**config.mk**
```make
export PLATFORM = sky130hd
export DESIGN_NAME = lpt_top
export DESIGN_NICKNAME = d
export VERILOG_FILES = /design/src/rtl/lpt_pkg.sv /design/src/rtl/lpt_task_dec.sv /design/src/rtl/lpt_divider.sv /design/src/rtl/lpt_count.sv /design/src/rtl/lpt_top.sv
export SDC_FILE = /design/constraint.sdc
export NUM_CORES = 1
export LEC_CHECK = 0
export CAP_MARGIN = 10
export CORE_AREA = 2 2 80 82
export DETAILED_ROUTE_END_ITERATION = 8
export DIE_AREA = 0 0 82 84
export MAX_ROUTING_LAYER = met4
export PLACE_DENSITY = 0.74
export SKIP_CTS_REPAIR_TIMING = 1
export SLEW_MARGIN = 20
export SYNTH_ARGS = -nofsm -noshare
export SYNTH_HDL_FRONTEND = slang
export SYNTH_HIERARCHICAL = 1
export SYNTH_SLANG_ARGS = --single-unit
```
**constraint.sdc**
```tcl
create_clock -name clk -period 2.5 [get_ports clk]
set_input_delay 0.375 -clock clk [delete_from_list [all_inputs] [get_ports clk]]
set_output_delay 0.375 -clock clk [all_outputs]
set_load 0.01 [all_outputs]
```
**src/rtl/lpt_pkg.sv**
```systemverilog
// Shared types for the prescaled tick counter.
package lpt_pkg;
    // Action applied in one cycle after strobe priority resolution.
    typedef enum logic [2:0] {
        ACT_NONE  = 3'd0,
        ACT_CLEAR = 3'd1,
        ACT_FORCE = 3'd2,
        ACT_STOP  = 3'd3,
        ACT_START = 3'd4
    } lpt_act_e;
endpackage

```
**src/rtl/lpt_task_dec.sv**
```systemverilog
// Resolves simultaneous task strobes into one action.
// Assumes strobes are single-cycle and already in the counting clock domain.
module lpt_task_dec
    import lpt_pkg::*;
(
    input  logic     clear_i,
    input  logic     force_i,
    input  logic     stop_i,
    input  logic     start_i,
    output lpt_act_e act_o
);
    // Fixed priority: clear, force, stop, start.
    always_comb begin
        if (clear_i)      act_o = ACT_CLEAR;
        else if (force_i) act_o = ACT_FORCE;
        else if (stop_i)  act_o = ACT_STOP;
        else if (start_i) act_o = ACT_START;
        else              act_o = ACT_NONE;
    end
endmodule

```
**src/rtl/lpt_divider.sv**
```systemverilog
// Programmed divisor register plus reload down-counter producing step strobes.
// Assumes run_i is the registered running state and act_i the resolved action.
module lpt_divider
    import lpt_pkg::*;
#(
    parameter int PRE_W = 12
) (
    input  logic             clk,
    input  logic             rst_n,
    input  logic             run_i,
    input  lpt_act_e         act_i,
    input  logic             wr_i,
    input  logic [PRE_W-1:0] wdata_i,
    output logic [PRE_W-1:0] cfg_o,
    output logic             step_o
);
    logic [PRE_W-1:0] cnt_q;
    logic             reload;

    assign reload = (act_i == ACT_CLEAR) || (act_i == ACT_FORCE) || (act_i == ACT_START);
    assign step_o = run_i && (act_i == ACT_NONE) && (cnt_q == '0);

    // Divisor register: writable only while stopped.
    always_ff @(posedge clk) begin
        if (!rst_n)                cfg_o <= '0;
        else if (wr_i && !run_i)   cfg_o <= wdata_i;
    end

    // Working down-counter: reload on tasks, else count down while running.
    always_ff @(posedge clk) begin
        if (!rst_n)                             cnt_q <= '0;
        else if (reload)                        cnt_q <= cfg_o;
        else if (run_i && act_i == ACT_NONE)    cnt_q <= (cnt_q == '0) ? cfg_o : cnt_q - 1'b1;
    end

    a_r6_cfg_frozen: assert property (@(posedge clk) disable iff (!rst_n)
        run_i |=> $stable(cfg_o));
    a_r2_start_reload: assert property (@(posedge clk) disable iff (!rst_n)
        (act_i == ACT_START) |=> (cnt_q == $past(cfg_o)));
    a_r3_hold_stopped: assert property (@(posedge clk) disable iff (!rst_n)
        (!run_i && act_i == ACT_NONE) |=> $stable(cnt_q));
endmodule

```
**src/rtl/lpt_count.sv**
```systemverilog
// Main counter with tick and overflow pulse generation.
// Assumes step_i is only high when no task is applied in the same cycle.
module lpt_count
    import lpt_pkg::*;
#(
    parameter int CNT_W     = 24,
    parameter int FORCE_GAP = 16
) (
    input  logic             clk,
    input  logic             rst_n,
    input  lpt_act_e         act_i,
    input  logic             step_i,
    input  logic             tick_en_i,
    input  logic             ovf_en_i,
    output logic [CNT_W-1:0] count_o,
    output logic             tick_o,
    output logic             ovf_o
);
    localparam logic [CNT_W-1:0] ALL_ONES  = {CNT_W{1'b1}};
    localparam logic [CNT_W-1:0] FORCE_VAL = ALL_ONES - CNT_W'(FORCE_GAP - 1);

    // Counter value: clear, force, or step.
    always_ff @(posedge clk) begin
        if (!rst_n)                    count_o <= '0;
        else if (act_i == ACT_CLEAR)   count_o <= '0;
        else if (act_i == ACT_FORCE)   count_o <= FORCE_VAL;
        else if (step_i)               count_o <= count_o + 1'b1;
    end

    // Event pulses, aligned with the updated count.
    always_ff @(posedge clk) begin
        if (!rst_n) begin
            tick_o <= 1'b0;
            ovf_o  <= 1'b0;
        end else begin
            tick_o <= step_i && tick_en_i;
            ovf_o  <= step_i && ovf_en_i && (count_o == ALL_ONES);
        end
    end

    a_r4_clear_zero: assert property (@(posedge clk) disable iff (!rst_n)
        (act_i == ACT_CLEAR) |=> (count_o == '0));
    a_r5_force_val: assert property (@(posedge clk) disable iff (!rst_n)
        (act_i == ACT_FORCE) |=> (count_o == FORCE_VAL));
    a_r8_ovf_at_zero: assert property (@(posedge clk) disable iff (!rst_n)
        ovf_o |-> (count_o == '0));
    a_r7_tick_step: assert property (@(posedge clk) disable iff (!rst_n)
        tick_o |-> (count_o == $past(count_o) + 1'b1));
endmodule

```
**src/rtl/lpt_top.sv**
```systemverilog
// Prescaled low-power tick counter top: task decode, run state, divider, counter.
// Assumes all inputs are synchronous to clk.
module lpt_top
    import lpt_pkg::*;
#(
    parameter int CNT_W     = 24,
    parameter int PRE_W     = 12,
    parameter int FORCE_GAP = 16
) (
    input  logic             clk,
    input  logic             rst_n,
    input  logic             clear_i,
    input  logic             force_i,
    input  logic             stop_i,
    input  logic             start_i,
    input  logic             presc_wr_i,
    input  logic [PRE_W-1:0] presc_data_i,
    input  logic             tick_en_i,
    input  logic             ovf_en_i,
    output logic [CNT_W-1:0] count_o,
    output logic             tick_o,
    output logic             ovf_o,
    output logic [PRE_W-1:0] presc_o,
    output logic             running_o
);
    lpt_act_e act;
    logic     step;

    lpt_task_dec u_dec (
        .clear_i (clear_i),
        .force_i (force_i),
        .stop_i  (stop_i),
        .start_i (start_i),
        .act_o   (act)
    );

    // Running state: set by start, cleared by stop.
    always_ff @(posedge clk) begin
        if (!rst_n)                  running_o <= 1'b0;
        else if (act == ACT_STOP)    running_o <= 1'b0;
        else if (act == ACT_START)   running_o <= 1'b1;
    end

    lpt_divider #(.PRE_W(PRE_W)) u_div (
        .clk     (clk),
        .rst_n   (rst_n),
        .run_i   (running_o),
        .act_i   (act),
        .wr_i    (presc_wr_i),
        .wdata_i (presc_data_i),
        .cfg_o   (presc_o),
        .step_o  (step)
    );

    lpt_count #(.CNT_W(CNT_W), .FORCE_GAP(FORCE_GAP)) u_cnt (
        .clk       (clk),
        .rst_n     (rst_n),
        .act_i     (act),
        .step_i    (step),
        .tick_en_i (tick_en_i),
        .ovf_en_i  (ovf_en_i),
        .count_o   (count_o),
        .tick_o    (tick_o),
        .ovf_o     (ovf_o)
    );

    a_r10_clear_keeps_run: assert property (@(posedge clk) disable iff (!rst_n)
        (clear_i && start_i && !running_o) |=> !running_o);
    a_r3_stop_halts: assert property (@(posedge clk) disable iff (!rst_n)
        (stop_i && !clear_i && !force_i) |=> !running_o);
    a_r9_tick_gated: assert property (@(posedge clk) disable iff (!rst_n)
        !tick_en_i |=> !tick_o);
endmodule

```
==> impl_metrics.ini <==
[setup_path]
reg2reg_depth = 9
critPathArrivalTime_ns = 2.56
crit_fanout = 6
crit_required_ns = 2.74
crit_type = flip-flop to flip-flop
crit_chain = nor4_4 > nand2b_4 > nor3_4 > buf_4 > and3_1 > buf_4 > nand3_1 > or4_1 > a31oi_1
crit_path_frequent_cell = buf_4
endpoint_kind = flip-flop
cpPeakStageDelay_ns = 0.41
slowest_stage = nor4_4
critPathLaunchType = flip-flop

[routing]
first_pass_iters = 4
drt_iter0_markers = 117
vias = 2669
finalWirelength_um = 7096
drtAntennaViolNets = 0
drc = 0
post_drt_wl_per_cell_um = 14.72
viasPerCell = 5.537

[global_routing]
grt_max_degree = 25
grt_pass1_wl_um = 11670
use_met2 = 0.3319
antenna_found_initial = 0
met1_usage = 0.2947
grt_pass1_vias = 2524
grt_usage = 0.2188
grt-ovfl-total = 0
grt_util_met3 = 0.03680
busiest_layer = met2

[clock_tree]
ctsRootBufferMaster = clkbuf_8
cts_tree = built
clkTransAtPathRegs_ns = 0.10
cts.sinks = 51
cts_max_level = 2
cts_made_buffers = 5
clk_latency_ns = 0.30
clockBufferDepth = 2

[sta]
slew_headroom = 0.6523
setup_violations = 0
min_period_ns = 2.326
finClkSkew_ns = 0.01030
fin_setup_tns_ns = 0
rsz0062_at_grt = no
hold_violations = 0
fmax_mhz = 430.0
worst_slew_pin_slew_ns = 0.5205
drv_slew = 0
fin_crit_sh = 0.9303

[outcome]
status = complete, no violations

[cells_and_area]
mostFrequentLayoutCells = clkdlybuf4s50_1 (56), dfxtp_1 (50), nand2_1 (50)
num_antenna_cells = 0
syn2layout_area_growth_pct = 38.79
final_common_cell = clkdlybuf4s50_1
final_area_mm2 = 0.003657
drive_above_1_share = 0.1506
layout.nets = 428

[pwr]
p_per_area_mw_per_mm2 = 616.3
p_leak_nw = 1.344
ir_drop_uv = 348.5

[synthesis]
yosysSeqAreaShare = 0.3875
synth_cells = 323
ys_ff_latch = 51
synth_enable_flop_cells = 0
async_reset_ff_frac = 0
yosys_warnings = 6
yosys-top-cells-area = dfxtp_1 (39%), nand2_1 (7.3%), a21oi_1 (6.6%)
synth_area_per_cell_um2 = 8.158
synth_top_area_frac = 0.3875
synth.distinct_cells = 53
syn_nets = 347
synth_area_mm2 = 0.002635
yosysTopAreaCell = dfxtp_1
synthFlopType = dfxtp_1

[placed_design]
place_area_mm2 = 0.003498
portBuffers = 59
gp_congestion = 0.9355
dp_hpwl_um = 5183

[die]
start_util = 0.4323
io_pins = 60
die_area_mm2 = 0.006888
die_y_um = 84
num_rows = 29
coreArea_mm2 = 0.006096
dieWidth_um = 82

[min_path]
hold_path.class = flip-flop to flip-flop
min_delay_path_depth = 2

[run]
cap_viol_max_count = 0
==> worst paths after layout <==
check | start | end | slack (ns)
hold reg to reg | u_div/cfg_o[6] | u_div/cfg_o[6] | 0.47
hold / removal | u_div/cfg_o[6] | u_div/cfg_o[6] | 0.47
setup reg to reg | u_div/cnt_q[5] | u_cnt/count_o[20] | 0.17
setup / recovery | u_div/cnt_q[5] | u_cnt/count_o[20] | 0.17
==> per-stage QoR <==
stage	instances	hold slack (ns)	worst slack (ns)	utilization	total power [mW]
floorplan	323	0.4634	0.004929	-	1.384
global placement	473	0.4609	-0.3755	0.5739	1.599
detailed placement	473	0.4637	-0.4409	0.5739	1.610
CTS	481	0.4769	-0.1824	0.5938	2.229
global route	482	0.5104	0.02855	0.6000	2.381
finish	482	0.4735	0.1744	0.6000	2.254
==> power by group <==
part           leakage (nW)  internal (mW)  switching (mW)
Combinational         0.865          0.337           0.359
Clock                0.0618          0.330           0.286
Sequential            0.417          0.872          0.0708
==> metal layers <==
metal | vias up | part of all wire
li1 | 1333 | -
met1 | 1260 | 0.47
met2 | 72 | 0.47
met3 | 4 | 0.050
met4 | 0 | 0.0080
met5 | - | 0
==> state kept, by name (all words and copies together), names as in the netlist <==
signal	flops
u_cnt/count_o	24
u_div/cfg_o	12
running_o	1
u_cnt/tick_o	1
u_cnt/ovf_o	1
u_div/cnt_q	12
==> cell type report <==
cell class / count / area (um2)
Multi-Input combinational cell: 248 / 1556
Tap cell: 77 / 96.34
Sequential cell: 51 / 1022
Inverter: 8 / 30.03
Clock inverter: 2 / 38.79
Clock buffer: 6 / 82.58
Timing Repair Buffer: 90 / 830.8
Fill cell: 575 / 2439
==> synth_stat cells, types with 7 or more instances <==
cell type  instances
a21oi_1           35
a31oi_1            8
clkbuf_1          12
dfxtp_1           51
inv_1              8
mux2i_1            7
nand2_1           51
nand3_1           15
nor2_1            11
nor3_1            16
o21ai_0            8
o22ai_1            7
xnor2_1            7
==> cell families (layout without fill, tap and decap cells) <==
family / Yosys count / in the layout / share of synthesized area
compound gates: 80 / 80 / 0.1890
xor+xnor: 13 / 13 / 0.04321
fa+ha+maj: 3 / 3 / 0.01425
buf+inv: 24 / 106 / 0.04321
flops: 51 / 51 / 0.3875
mux: 7 / 7 / 0.02659
simple gates: 145 / 145 / 0.2963
==> critical path, delay by kind of cell (launching register included) <==
kind                   cells  cell delay, ns
DFF                        1            0.37
buffers and inverters      2            0.27
and+or+nand+nor            6            1.47
AOI/OAI and AO/OA          1            0.16
(Power assumes the default switching activity.)
